File: config.mk
export PLATFORM = sky130hd
export DESIGN_NAME = ds_link_tx
export DESIGN_NICKNAME = d
export VERILOG_FILES = /design/src/rtl/ds_link_tx.sv
export SDC_FILE = /design/constraint.sdc
export NUM_CORES = 1
export LEC_CHECK = 0
export ABC_AREA = 1
export BUFFER_PORTS_ARGS = -buffer_cell sky130_fd_sc_hd__buf_2
export CAP_MARGIN = 20
export CORE_UTILIZATION = 55
export CTS_CLUSTER_DIAMETER = 120
export CTS_CLUSTER_SIZE = 25
export DETAILED_ROUTE_END_ITERATION = 16
export GPL_TIMING_DRIVEN = 0
export PLACE_DENSITY = 0.86
export SETUP_SLACK_MARGIN = 0.02
export SYNTH_ARGS = -nofsm -noshare
export SYNTH_HDL_FRONTEND = slang
export SYNTH_SLANG_ARGS = --single-unit
File: constraint.sdc
create_clock -name clk -period 2.9 [get_ports clk]
set_input_delay 0.145 -clock clk [delete_from_list [all_inputs] [get_ports clk]]
set_output_delay 0.145 -clock clk [all_outputs]
set_load 0.005 [all_outputs]
File: src/rtl/ds_link_tx.sv
module ds_link_tx #(
  parameter int SAMPLE_W = 10,
  parameter int NUM_SLOTS = 4,
  parameter int AUX_W = 2,
  parameter int SYNC_W = 2,
  parameter logic [SYNC_W-1:0] SYNC_PAT = 2'b10
) (
  input  logic                          clk,
  input  logic                          rst_n,
  input  logic                          word_stb,
  input  logic [NUM_SLOTS*SAMPLE_W-1:0] samples,
  input  logic [AUX_W-1:0]              aux,
  input  logic                          link_mode,
  output logic                          tx_data,
  output logic                          tx_strobe
);

  localparam int WORD_W = NUM_SLOTS*SAMPLE_W + AUX_W + SYNC_W;
  localparam int CNT_W  = $clog2(WORD_W);
  localparam int HALF   = NUM_SLOTS / 2;

  logic [WORD_W-1:0] asm_word, hold_q, shift_q;
  logic [CNT_W-1:0]  cnt_q;
  logic              have_q, run_q, data_q, strb_q;
  logic              last_bit, next_bit;

  for (genvar i = 0; i < NUM_SLOTS; i++) begin : g_slot
    localparam int ALT = (i < HALF) ? 2*i : 2*(i-HALF)+1;
    assign asm_word[WORD_W-1-i*SAMPLE_W -: SAMPLE_W] =
      link_mode ? samples[ALT*SAMPLE_W +: SAMPLE_W] : samples[i*SAMPLE_W +: SAMPLE_W];
  end
  assign asm_word[AUX_W+SYNC_W-1 -: AUX_W] = aux;
  assign asm_word[SYNC_W-1:0] = SYNC_PAT;

  assign last_bit = (cnt_q == CNT_W'(WORD_W-1));
  assign next_bit = shift_q[WORD_W-1];

  always_ff @(posedge clk or negedge rst_n) begin
    if (!rst_n) begin
      cnt_q  <= '0;
      hold_q <= '0;
      have_q <= 1'b0;
    end else begin
      cnt_q <= last_bit ? '0 : cnt_q + 1'b1;
      if (word_stb) begin
        hold_q <= asm_word;
        have_q <= 1'b1;
      end
    end
  end

  always_ff @(posedge clk or negedge rst_n) begin
    if (!rst_n) begin
      shift_q <= '0;
      run_q   <= 1'b0;
    end else if (last_bit && have_q) begin
      shift_q <= hold_q;
      run_q   <= 1'b1;
    end else begin
      shift_q <= {shift_q[WORD_W-2:0], 1'b0};
    end
  end

  always_ff @(posedge clk or negedge rst_n) begin
    if (!rst_n) begin
      data_q <= 1'b0;
      strb_q <= 1'b0;
    end else if (run_q) begin
      data_q <= next_bit;
      strb_q <= (next_bit == data_q) ? ~strb_q : strb_q;
    end
  end

  assign tx_data   = data_q;
  assign tx_strobe = strb_q;

  a_r9_idle_low: assert property (@(posedge clk) disable iff (!rst_n)
    !run_q |=> (!tx_data && !tx_strobe));

  a_r8_xor_flips: assert property (@(posedge clk) disable iff (!rst_n)
    (run_q && $past(run_q)) |-> ((tx_data ^ tx_strobe) != $past(tx_data ^ tx_strobe)));

  a_r1_marker_tail: assert property (@(posedge clk) disable iff (!rst_n)
    (cnt_q == '0 && run_q) |-> (shift_q[SYNC_W-1:0] == SYNC_PAT));

  a_r5_hold_stable: assert property (@(posedge clk) disable iff (!rst_n)
    !word_stb |=> $stable(hold_q));

  a_r6_counter_range: assert property (@(posedge clk) disable iff (!rst_n)
    cnt_q <= CNT_W'(WORD_W-1));

  a_r6_reload_gap: assert property (@(posedge clk) disable iff (!rst_n)
    (last_bit && run_q) |=> (cnt_q == '0));

endmodule

Word level (Yosys, flattened, before mapping)
Index checks and enable logic that the tools add are counted.
{"block": "op_classes", "n_reduce_logical": 2, "n_eq_ne": 2, "bitwise": 1, "n_mux": 4, "add_sub_neg": 1}
{"cell": "$mux 44", "count": 1}
{"cell": "$mux 10", "count": 2}
{"cell": "$add 6x1->6 const B", "count": 1}
{"cell": "$eq 6x6->1 const B", "count": 1}
{"cell": "$mux 6", "count": 1}
{"cell": "$reduce_and 2->1", "count": 1}
{"cell": "$eq 1x1->1", "count": 1}
{"cell": "$logic_and 1x1->1", "count": 1}
{"cell": "$not 1->1", "count": 1}
{"block": "word_totals", "elab_cells": 17, "out_inout_bits": 2, "ff_bits": 97, "in_bits": 46}

Logic depth before layout (Yosys ltp)
Gate-level depths: netlist (run 1).
{"block": "depth", "depth_word": 3, "ltp_mapped": 7, "mapped_depth_nobuf": 6}

Least setup slack after synthesis (run 1)
OpenSTA, ideal clock, no wires.
{"block": "synth_path", "path_kind": "register to register", "from": "reg cnt_q[0]", "to": "reg shift_q[35]", "path_stages_with_launch": 8, "setup_time_ns": 0.117, "synth_period_minus_slack_ns": 1.326, "n_path_buf": 1, "required_ns": 2.783, "arrival_time_ns": 1.209, "path_slack_ns": 1.574, "cell_sequence": "dfrtp_1 > ha_1 > nand3_1 > nor2_4 > nand2_2 > buf_2 > nand2_1 > nand2_1"}
{"block": "synth_between", "elab_chain_cells": 3}
{"item": "start: declaration", "line_no": "23", "source": "logic [CNT_W-1:0] cnt_q;"}
{"item": "start signal: assignment", "line_no": "44", "source": "cnt_q <= last_bit ? '0 : cnt_q + 1'b1;"}
{"item": "$eq 6x6->1", "line_no": "35", "source": "assign last_bit = (cnt_q == CNT_W'(WORD_W-1));"}
{"item": "$logic_and 1x1->1", "line_no": "56", "source": "end else if (last_bit && have_q) begin"}
{"item": "$mux 44", "line_no": "56"}
{"item": "end signal: assignment", "line_no": "57", "source": "shift_q <= hold_q;"}
{"item": "end signal: assignment", "line_no": "60", "source": "shift_q <= {shift_q[WORD_W-2:0], 1'b0};"}
{"item": "end: declaration", "line_no": "22", "source": "logic [WORD_W-1:0] asm_word, hold_q, shift_q;"}
No other way between the ends.
A chain may end at the register's enable or synchronous reset.

Worst setup path after layout (run 1)
{"block": "layout_path", "from": "reg cnt_q[0]", "to": "reg shift_q[14]"}
The elaborated chain is that of the path after synthesis.

==> results.py, run 1 <==
metrics = {
    "clock_tree": {
        "clk_path_buf_depth": 2,
        "cts_hold_buf": 18,
        "cts.sinks": 95,
        "clockRootBuffer": "clkbuf_8",
        "h-tree-depth": 3,
        "numCtsBuffers": 9,
        "cts.repair.resized": 0,
        "postCtsSetupBuffers": 0,
        "clkTransAtPathRegs_ns": 0.10,
        "clk-insertion-delay-late_ns": 0.37,
        "cts_tree": "yes",
    },
    "floorplanning": {
        "io_pins": 48,
        "die_w_um": 85.9,
        "die_y_um": 85.9,
        "core_area_um2": 6790,
        "die_area_um2": 7370,
        "rows": 30,
        "initial_core_util": 0.569,
    },
    "yosys": {
        "muxShareOfSynthArea": 0,
        "syn_nets": 495,
        "synth-adder-area-share": 0.00324,
        "syn-cell-area_um2": 3870,
        "syn-mean-instance-area_um2": 8.63,
        "synth-simple-area-share": 0.281,
        "synth_cells": 448,
        "yosys_warnings": 0,
        "synth-edff-count": 0,
        "synth_top_area_cell": "dfrtp_1",
        "seq_area_frac_synth": 0.615,
        "synth_top_family_by_area": "simple AND/OR/NAND/NOR gates",
        "synth_cell_type_count": 18,
        "synth-xor-area-share": 0.00453,
        "yosysTopAreaCellShare": 0.615,
        "synth-compound-area-share": 0.0466,
        "synth-seq-cells": 95,
        "synth_common_cells": "nand2_1, dfrtp_1, nand3_1",
        "synth_most_common_cell": "nand2_1",
        "synth_flop_cell": "dfrtp_1",
        "async_flop_share": 1.00,
        "ys_top_cells_by_area": "dfrtp_1, nand2_1, nand3_1, nor2_1, inv_1",
    },
    "drt": {
        "drtAntennaViolNets": 0,
        "wl_per_cell_um": 13.0,
        "viasPerCell": 5.03,
        "routed_wl_um": 8120,
        "drc": 0,
        "drtPass1Iterations": 5,
        "vias": 3138,
        "drt_iter0_drc": 196,
    },
    "critical_path": {
        "critical_path.cell_chain": "ha_1, nand3_1, nor2_4, nand2_2, buf_2, nand2_1, nand2_1",
        "worstSetupStartpointType": "flip-flop",
        "slowest_stage": "dfrtp_1",
        "cpMostUsedCell": "nand2_1",
        "path_buf_inv": 1,
        "cp_max_fo": 10,
        "worstSetupPathType": "flip-flop to flip-flop",
        "arrival_ns": 1.89,
        "required_ns": 3.16,
        "crit_path_end_kind": "flip-flop",
        "max_stage_delay_ns": 0.38,
        "critPathTopFamily": "simple AND/OR/NAND/NOR gates",
    },
    "sta": {
        "fin_skew_ns": 0.0127,
        "fin_crit_ns": 1.64,
        "finalCritPeriodShare": 0.565,
        "fmax_ghz": 0.611,
        "hold_violations": 0,
        "relSlewSlack": 0.625,
        "slew_viol_final": 0,
        "timing.setup.tns_ns": 0,
        "setup_viol": 0,
        "tightestPinTransition_ns": 0.563,
        "rsz0062_at_grt": "no",
    },
    "global_routing": {
        "grt_max_degree": 54,
        "antenna_found_initial": 0,
        "grt_overflow": 0,
        "grt_pass1_vias": 3120,
        "grt.total_usage": 0.247,
        "grt_first_pass_wirelength_um": 14000,
    },
    "min_path": {
        "holdCritPathClass": "primary input to flip-flop",
    },
    "final_layout": {
        "finalNetCount": 570,
        "final_cells": 624,
        "syn2layout_area_growth_pct": 19.7,
        "drive_above_1_share": 0.146,
        "antennaDiodeCount": 0,
    },
    "pwr": {
        "p_leak_uw": 0.00245,
        "power.density_nw_per_um2": 571,
        "ir_drop_mv": 0.277,
    },
    "placement": {
        "port_buffers": 45,
        "place_congestion": 0.858,
        "dp.cells": 590,
        "dp_hpwl_um": 5460,
    },
    "status": {
        "status": "finished clean",
    },
    "run": {
        "cap_violations": 0,
    },
}
==> per-layer routing <==
metal / GRT usage / vias up / wire length [um]
met4: 0.0939 / 0 / 161
met5: 0 / - / 0
li1: - / 1541 / -
met1: 0.341 / 1500 / 3790
met3: 0.0520 / 15 / 356
met2: 0.388 / 82 / 3810
==> where the power goes <==
group          internal (uW)  switching, uW
clock network            444            454
registers               1440           53.1
logic                    108            146
==> worst register-to-register path, delay by kind of cell (launching register included) <==
kind	cells	cell delay [ns]
and+or+nand+nor	5	0.68
DFF	1	0.38
adders and majority gates	1	0.23
buffers and inverters	1	0.22
==> cells in the final DEF, fill, tap and decap left out, drive strengths merged, types with 2 or more instances in the layout <==
master and n:
a21oi 10, clkbuf 26, inv 22, dfrtp 95, dlygate4sd3 18, clkinv 3, o21ai 11, buf 57
xor2 2, o211ai 10, nand2 194, nand3 45, nor2 30
==> registers in the layout, summed over array words and instances, names as in the netlist <==
name / flops
tx_strobe: 1
shift_q: 43
cnt_q: 6
run_q: 1
tx_data: 1
hold_q: 43
==> area by class of cell <==
cell class | count | area (um^2)
Fill cell | 530 | 2160
Tap cell | 96 | 120
Inverter | 22 | 82.6
Clock buffer | 11 | 151
Sequential cell | 95 | 2380
Multi-Input combinational cell | 305 | 1300
Buffer | 26 | 110
Clock inverter | 5 | 56.3
Timing Repair Buffer | 64 | 435
==> through the flow <==
step | utilization | total power [uW] | hold slack (ns) | area, um^2 | setup slack [ns]
after floorplan | - | 1630 | -0.151 | 3870 | 1.57
after global placement | 0.620 | 1730 | 0.347 | 4210 | 0.865
after detailed placement | 0.624 | 1750 | 0.176 | 4240 | 1.30
after CTS | 0.682 | 2650 | 0.00238 | 4630 | 1.27
after global routing | 0.682 | 2760 | 0.0189 | 4630 | 1.15
final | 0.682 | 2640 | 0.00553 | 4630 | 1.26
==> cell families after synthesis <==
logic type,after synthesis
AND/OR/NAND/NOR,271
flip-flops,95
buffers and inverters,48
AO/OA/AOI/OAI,31
XOR/XNOR,2
adder cells (fa/ha/maj),1
==> path summary, 6_finish.rpt <==
check	startpoint	end	slack, ns	cells after the start
worst max-delay path	cnt_q[0]	shift_q[14]	1.26	7
worst min-delay path	samples[9]	hold_q[43]	0.006	3
worst max register to register	cnt_q[0]	shift_q[14]	1.26	7
worst min register to register	shift_q[38]	shift_q[39]	0.44	2
max in group asynchronous	rst_n	hold_q[14]	1.96	3
min in group asynchronous	rst_n	cnt_q[3]	0.30	2
No activity file was read; power rests on OpenSTA's default activity.
==> run 2: changes to the inputs <==
clock period = 1.6 ns   (was 2.9 ns; I/O delays follow)
==> run 2 against run 1 <==
  * Sequential power increased by 81%
  * Clock-buffer cell count did not move
  * Sequential share of layout area down 2.2 points
  * First-iteration DRC count rose by 28%
  * Clock skew shrank 0.00061 ns
  * Highest routed layer unchanged
==> results.py, run 2 (same netlist as run 1, synthesis figures left out) <==
metrics = {
    "sta": {
        "fin_skew_ns": 0.0120,
        "rsz0062_at_grt": "no",
        "worst_slack_ns": 0.119,
        "fin_crit_ns": 1.48,
        "finalCritPeriodShare": 0.926,
        "hold_violations": 0,
        "slew_viol_final": 0,
        "relSlewSlack": 0.629,
        "tightestPinTransition_ns": 0.557,
        "fmax_ghz": 0.675,
        "setup_viol": 0,
    },
    "floorplanning": {
        "initial_core_util": 0.569,
        "core_area_um2": 6790,
        "rows": 30,
        "die_y_um": 85.9,
        "io_pins": 48,
        "die_area_um2": 7370,
        "die_w_um": 85.9,
    },
    "min_path": {
        "min_to": "hold_q[24]",
        "holdPathStages": 5,
        "holdCritPathClass": "primary input to flip-flop",
        "worstHoldStart": "samples[20]",
    },
    "drt": {
        "routed_wl_um": 8510,
        "drtPass1Iterations": 4,
        "vias": 3208,
        "drtAntennaViolNets": 0,
        "viasPerCell": 5.00,
        "wl_per_cell_um": 13.3,
        "drc": 0,
        "drt_iter0_drc": 251,
    },
    "final_layout": {
        "finalNetCount": 588,
        "final_cells": 642,
        "reg_top3": "hold_q (43), shift_q (43), cnt_q (6)",
        "drive_above_1_share": 0.148,
        "syn2layout_area_growth_pct": 25.0,
        "mostFrequentLayoutCells": "nand2_1, dfrtp_1, buf_2",
        "antennaDiodeCount": 0,
        "final_common_cell": "nand2_1",
    },
    "pwr": {
        "clkPwrFrac": 0.338,
        "seq_power_share": 0.560,
        "sw_frac_of_total": 0.247,
        "p_leak_uw": 0.00253,
        "ir_drop_mv": 0.503,
        "power.density_nw_per_um2": 998,
        "internal_power_uw": 3630,
        "pwr-share-comb": 0.102,
        "power.switching_uw": 1190,
        "total_power_uw": 4820,
    },
    "critical_path": {
        "critical_path.cell_chain": "ha_4, nand3_1, nor2_4, nand2_4, clkbuf_4, nand2_1, nand2_1",
        "reg2regPathDepth": 7,
        "worstSetupStartpointType": "flip-flop",
        "worstSetupPathType": "flip-flop to flip-flop",
        "rrSetupSlack_ns": 0.12,
        "path_buf_inv": 1,
        "r2r_start": "cnt_q[0]",
        "max_stage_delay_ns": 0.42,
        "arrival_ns": 1.74,
        "crit_path_end_kind": "flip-flop",
        "startpoint": "cnt_q[0]",
        "cp_max_fo": 10,
        "cpMostUsedCell": "nand2_1",
        "slowest_stage": "dfrtp_1",
        "critPathTopFamily": "simple AND/OR/NAND/NOR gates",
        "r2r-end": "shift_q[14]",
        "required_ns": 1.86,
    },
    "clock_tree": {
        "numCtsBuffers": 9,
        "clk_path_buf_depth": 2,
        "clkTransAtPathRegs_ns": 0.09,
        "clockRootBuffer": "clkbuf_8",
        "clk-insertion-delay-late_ns": 0.37,
        "h-tree-depth": 3,
        "cts_tree": "yes",
        "cts.sinks": 95,
    },
    "placement": {
        "place_congestion": 0.858,
        "dp_hpwl_um": 5460,
        "dp.cells": 590,
        "port_buffers": 45,
        "place_ws_ns": -0.000547,
    },
    "status": {
        "status": "finished clean",
    },
    "global_routing": {
        "grt_pass1_vias": 3243,
        "grt_overflow": 0,
        "grt.total_usage": 0.257,
        "grt_max_degree": 54,
        "antenna_found_initial": 0,
        "grt_first_pass_wirelength_um": 14600,
    },
    "run": {
        "cap_violations": 0,
    },
}
==> run 2: changes by cell type in the layout (fill, tap and decap cells not counted), sizes merged <==
cell and delta:
buf +2, clkbuf +1, dlygate4sd3 +15
==> run 2: power by group through the flow <==
stage          clock network, uW  logic, uW  registers [uW]
6_report                    1630        490            2700
5_1_grt                     1750        565            2720
4_1_cts                     1640        493            2700
3_5_place_dp                   0        427            2750
3_3_place_gp                   0        398            2740
2_1_floorplan                  0        238            2720
==> run 2: layout make-up <==
type	count	area (um^2)
clock inverter	5	56.3
clock buffer	11	151
multi-input combinational	305	1320
timing repair buffer	84	623
sequential	95	2380
buffer	24	108
fill	498	1960
tap	96	120
inverter	22	82.6
==> run 2: stage by stage <==
stage	area, um^2	utilization	TNS (ns)	hold WS [ns]
final	4830	0.711	0	0.0474
after global routing	4830	0.711	0	0.0715
after CTS	4810	0.708	0	0.0423
after detailed placement	4240	0.624	-0.000547	0.111
after global placement	4210	0.620	-34.85	0.282
after floorplan	3870	-	0	-0.216
==> run 2: timing repair <==
item,4_1_cts,5_1_grt
hold buffers,33,0
pin swaps,1,2
cloned,0,0
setup buffers,4,1
setup endpoints to repair,37,39
gates resized for setup,1,7
hold endpoints to repair,76,0
==> run 2: worst max path at each step <==
stage	endpoint	slack [ns]	cells past startpoint
floorplan	shift_q[35]	0.27	7
detailed placement	shift_q[14]	-0.0005	7
global route	shift_q[14]	0.02	7
CTS	shift_q[14]	0.03	7
global placement	shift_q[16]	-0.37	1
finish	shift_q[14]	0.12	7
==> run 2: layer usage <==
metal  up-vias  track usage  share of wire
li1       1576            -              -
met1      1521        0.343           0.45
met2        94        0.419           0.49
met3        17       0.0510          0.040
met4         0        0.103          0.023
met5         -            0              0
==> run 2: worst min-delay path, cell delays in order <==
cell and delay (ns):
buf_2 0.08, inv_1 0.04, nand2_1 0.05, o211ai_1 0.07, nand2_1 0.05
==> run 3: changes to the inputs <==
REMOVE_ABC_BUFFERS = 1   (was unset)
==> run 3 against run 2 <==
  * Flip-flop and latch count unchanged
  * Largest cell class unchanged
  * Non-clock buffer count decreased by 23
  * Cell count decreased by 3.0%
  * Wire length decreased by 0.94%
  * Worst setup slack got worse by 0.0067 ns
  * Clock-buffer cell count decreased by 1
  * First-iteration DRC count decreased by 15%
  * Highest routed layer unchanged
  * Die area unchanged
  * Final area increased by 0.26%
  * Core utilization increased by 0.18 points
  * Global-route usage decreased by 0.20 points
  * Critical path depth unchanged
==> results.py, run 3 (same netlist as run 1, synthesis figures left out) <==
metrics = {
    "critical_path": {
        "r2r-end": "shift_q[26]",
        "max_stage_delay_ns": 0.42,
        "worstSetupPathType": "flip-flop to flip-flop",
        "arrival_ns": 1.73,
        "cp_max_fo": 22,
        "rrSetupSlack_ns": 0.11,
        "reg2regPathDepth": 7,
        "slowest_stage": "dfrtp_1",
        "cpMostUsedCell": "nand2_1",
        "worstSetupStartpointType": "flip-flop",
        "required_ns": 1.85,
        "path_buf_inv": 1,
        "critPathTopFamily": "simple AND/OR/NAND/NOR gates",
        "critical_path.cell_chain": "ha_4, nand3_4, nor2_4, buf_12, nand2_8, nand2_1, nand2_1",
        "cp.depth": 7,
        "r2r_start": "cnt_q[0]",
        "crit_path_end_kind": "flip-flop",
    },
    "global_routing": {
        "grt_pass1_vias": 3171,
        "grt_first_pass_wirelength_um": 14300,
        "grt.total_usage": 0.255,
        "antenna_found_initial": 0,
        "grt_max_degree": 72,
        "grt_overflow": 0,
    },
    "clock_tree": {
        "cts_tree": "yes",
        "cts.sinks": 95,
        "h-tree-depth": 3,
        "clkTransAtPathRegs_ns": 0.09,
        "clk_path_buf_depth": 2,
        "clockRootBuffer": "clkbuf_8",
        "numCtsBuffers": 9,
        "clk-insertion-delay-late_ns": 0.36,
    },
    "min_path": {
        "worstHoldStart": "samples[26]",
        "holdPathStages": 5,
        "min_to": "hold_q[30]",
        "holdCritPathClass": "primary input to flip-flop",
    },
    "drt": {
        "drtPass1Iterations": 4,
        "drtAntennaViolNets": 0,
        "vias": 3254,
        "drc": 0,
        "drt_iter0_drc": 213,
        "viasPerCell": 5.22,
        "wl_per_cell_um": 13.5,
        "routed_wl_um": 8430,
    },
    "sta": {
        "tightestPinTransition_ns": 0.596,
        "slew_viol_final": 0,
        "timing.setup.tns_ns": 0,
        "setup_viol": 0,
        "rsz0062_at_grt": "no",
        "relSlewSlack": 0.603,
        "hold_violations": 0,
        "hold_ws_ns": 0.0348,
        "fin_skew_ns": 0.00899,
        "fmax_ghz": 0.672,
        "finalCritPeriodShare": 0.930,
        "fin_crit_ns": 1.49,
    },
    "floorplanning": {
        "die_area_um2": 7370,
        "die_w_um": 85.9,
        "rows": 30,
        "core_area_um2": 6790,
        "initial_core_util": 0.569,
        "die_y_um": 85.9,
        "io_pins": 48,
    },
    "run": {
        "cap_violations": 0,
    },
    "placement": {
        "place_congestion": 0.687,
        "placed_cell_area_um2": 4170,
        "port_buffers": 47,
        "dp_hpwl_um": 4230,
    },
    "pwr": {
        "ir_drop_mv": 0.809,
        "p_leak_uw": 0.00249,
        "total_power_uw": 4740,
        "power.density_nw_per_um2": 978,
    },
    "final_layout": {
        "finalNetCount": 570,
        "antennaDiodeCount": 0,
        "drive_above_1_share": 0.156,
        "finalInstanceArea_um2": 4850,
        "reg_top3": "hold_q (43), shift_q (43), cnt_q (6)",
        "syn2layout_area_growth_pct": 25.3,
        "mostFrequentLayoutCells": "nand2_1, dfrtp_1, buf_2",
        "finish.utilization": 0.713,
        "final_common_cell": "nand2_1",
    },
    "status": {
        "status": "finished clean",
    },
}
==> run 3: changes by cell type in the layout (fill, tap and decap cells not counted), sizes merged <==
cell / before / now
clkinvlp: 1 / 4
nor2: 30 / 33
clkbuf: 27 / 11
clkinv: 3 / 2
inv: 22 / 21
nand2: 194 / 195
buf: 59 / 51
==> run 3: power by group <==
group	switching, uW	internal [uW]	total, uW	leakage (uW)
Sequential	88.6	2610	2700	0.00114
Combinational	264	215	479	0.00126
Clock	808	756	1560	0.0000944
Total	1160	3580	4740	0.00249
==> run 3: worst max-delay path by stage <==
stage,start,to,slack (ns)
after floorplan,cnt_q[0],shift_q[10],-0.44
after global placement,cnt_q[0],shift_q[26],-1.07
after detailed placement,cnt_q[0],shift_q[26],-1.12
after CTS,word_stb,hold_q[37],0.01
after global routing,cnt_q[0],shift_q[26],0.04
final,cnt_q[0],shift_q[26],0.11
==> run 3: worst reg2reg max path: cells and delay by family (launching register included) <==
kind | cells | cell delay (ns)
fa+ha+maj | 1 | 0.19
flops | 1 | 0.42
simple gates | 5 | 0.62
buf+inv | 1 | 0.14
==> run 3: metrics by stage <==
| stage | std cells | setup slack [ns] |
|---|---|---|
| floorplan | 422 | -0.441 |
| global placement | 565 | -1.07 |
| detailed placement | 567 | -1.12 |
| CTS | 619 | 0.0131 |
| global route | 623 | 0.0425 |
| finish | 623 | 0.112 |
==> run 3: timing repair <==
| action | in CTS | in global routing |
|---|---|---|
| hold endpoints to repair | 66 | 0 |
| pin swaps | 2 | 2 |
| gates resized for setup | 8 | 8 |
| hold buffers | 33 | 0 |
| cloned | 3 | 2 |
| endpoints found under the setup margin | 48 | 74 |
| setup buffers | 1 | 2 |
==> run 3: layout make-up <==
| cell class | count | area, um^2 |
|---|---|---|
| clock buffers | 10 | 138 |
| multi-input cells | 309 | 1390 |
| well taps | 96 | 120 |
| repair inverters | 1 | 7.51 |
| fillers | 491 | 1950 |
| inverters | 22 | 86.3 |
| flip-flops and latches | 95 | 2380 |
| clock inverters | 5 | 58.8 |
| repair buffers | 85 | 664 |
==> run 3: routing by layer <==
metal  vias up  share of wire  global-route usage
met5         -              0                   0
met4         0          0.021              0.0924
met3        20          0.060              0.0683
met2       112           0.49               0.430
met1      1570           0.43               0.320
li1       1552              -                   -
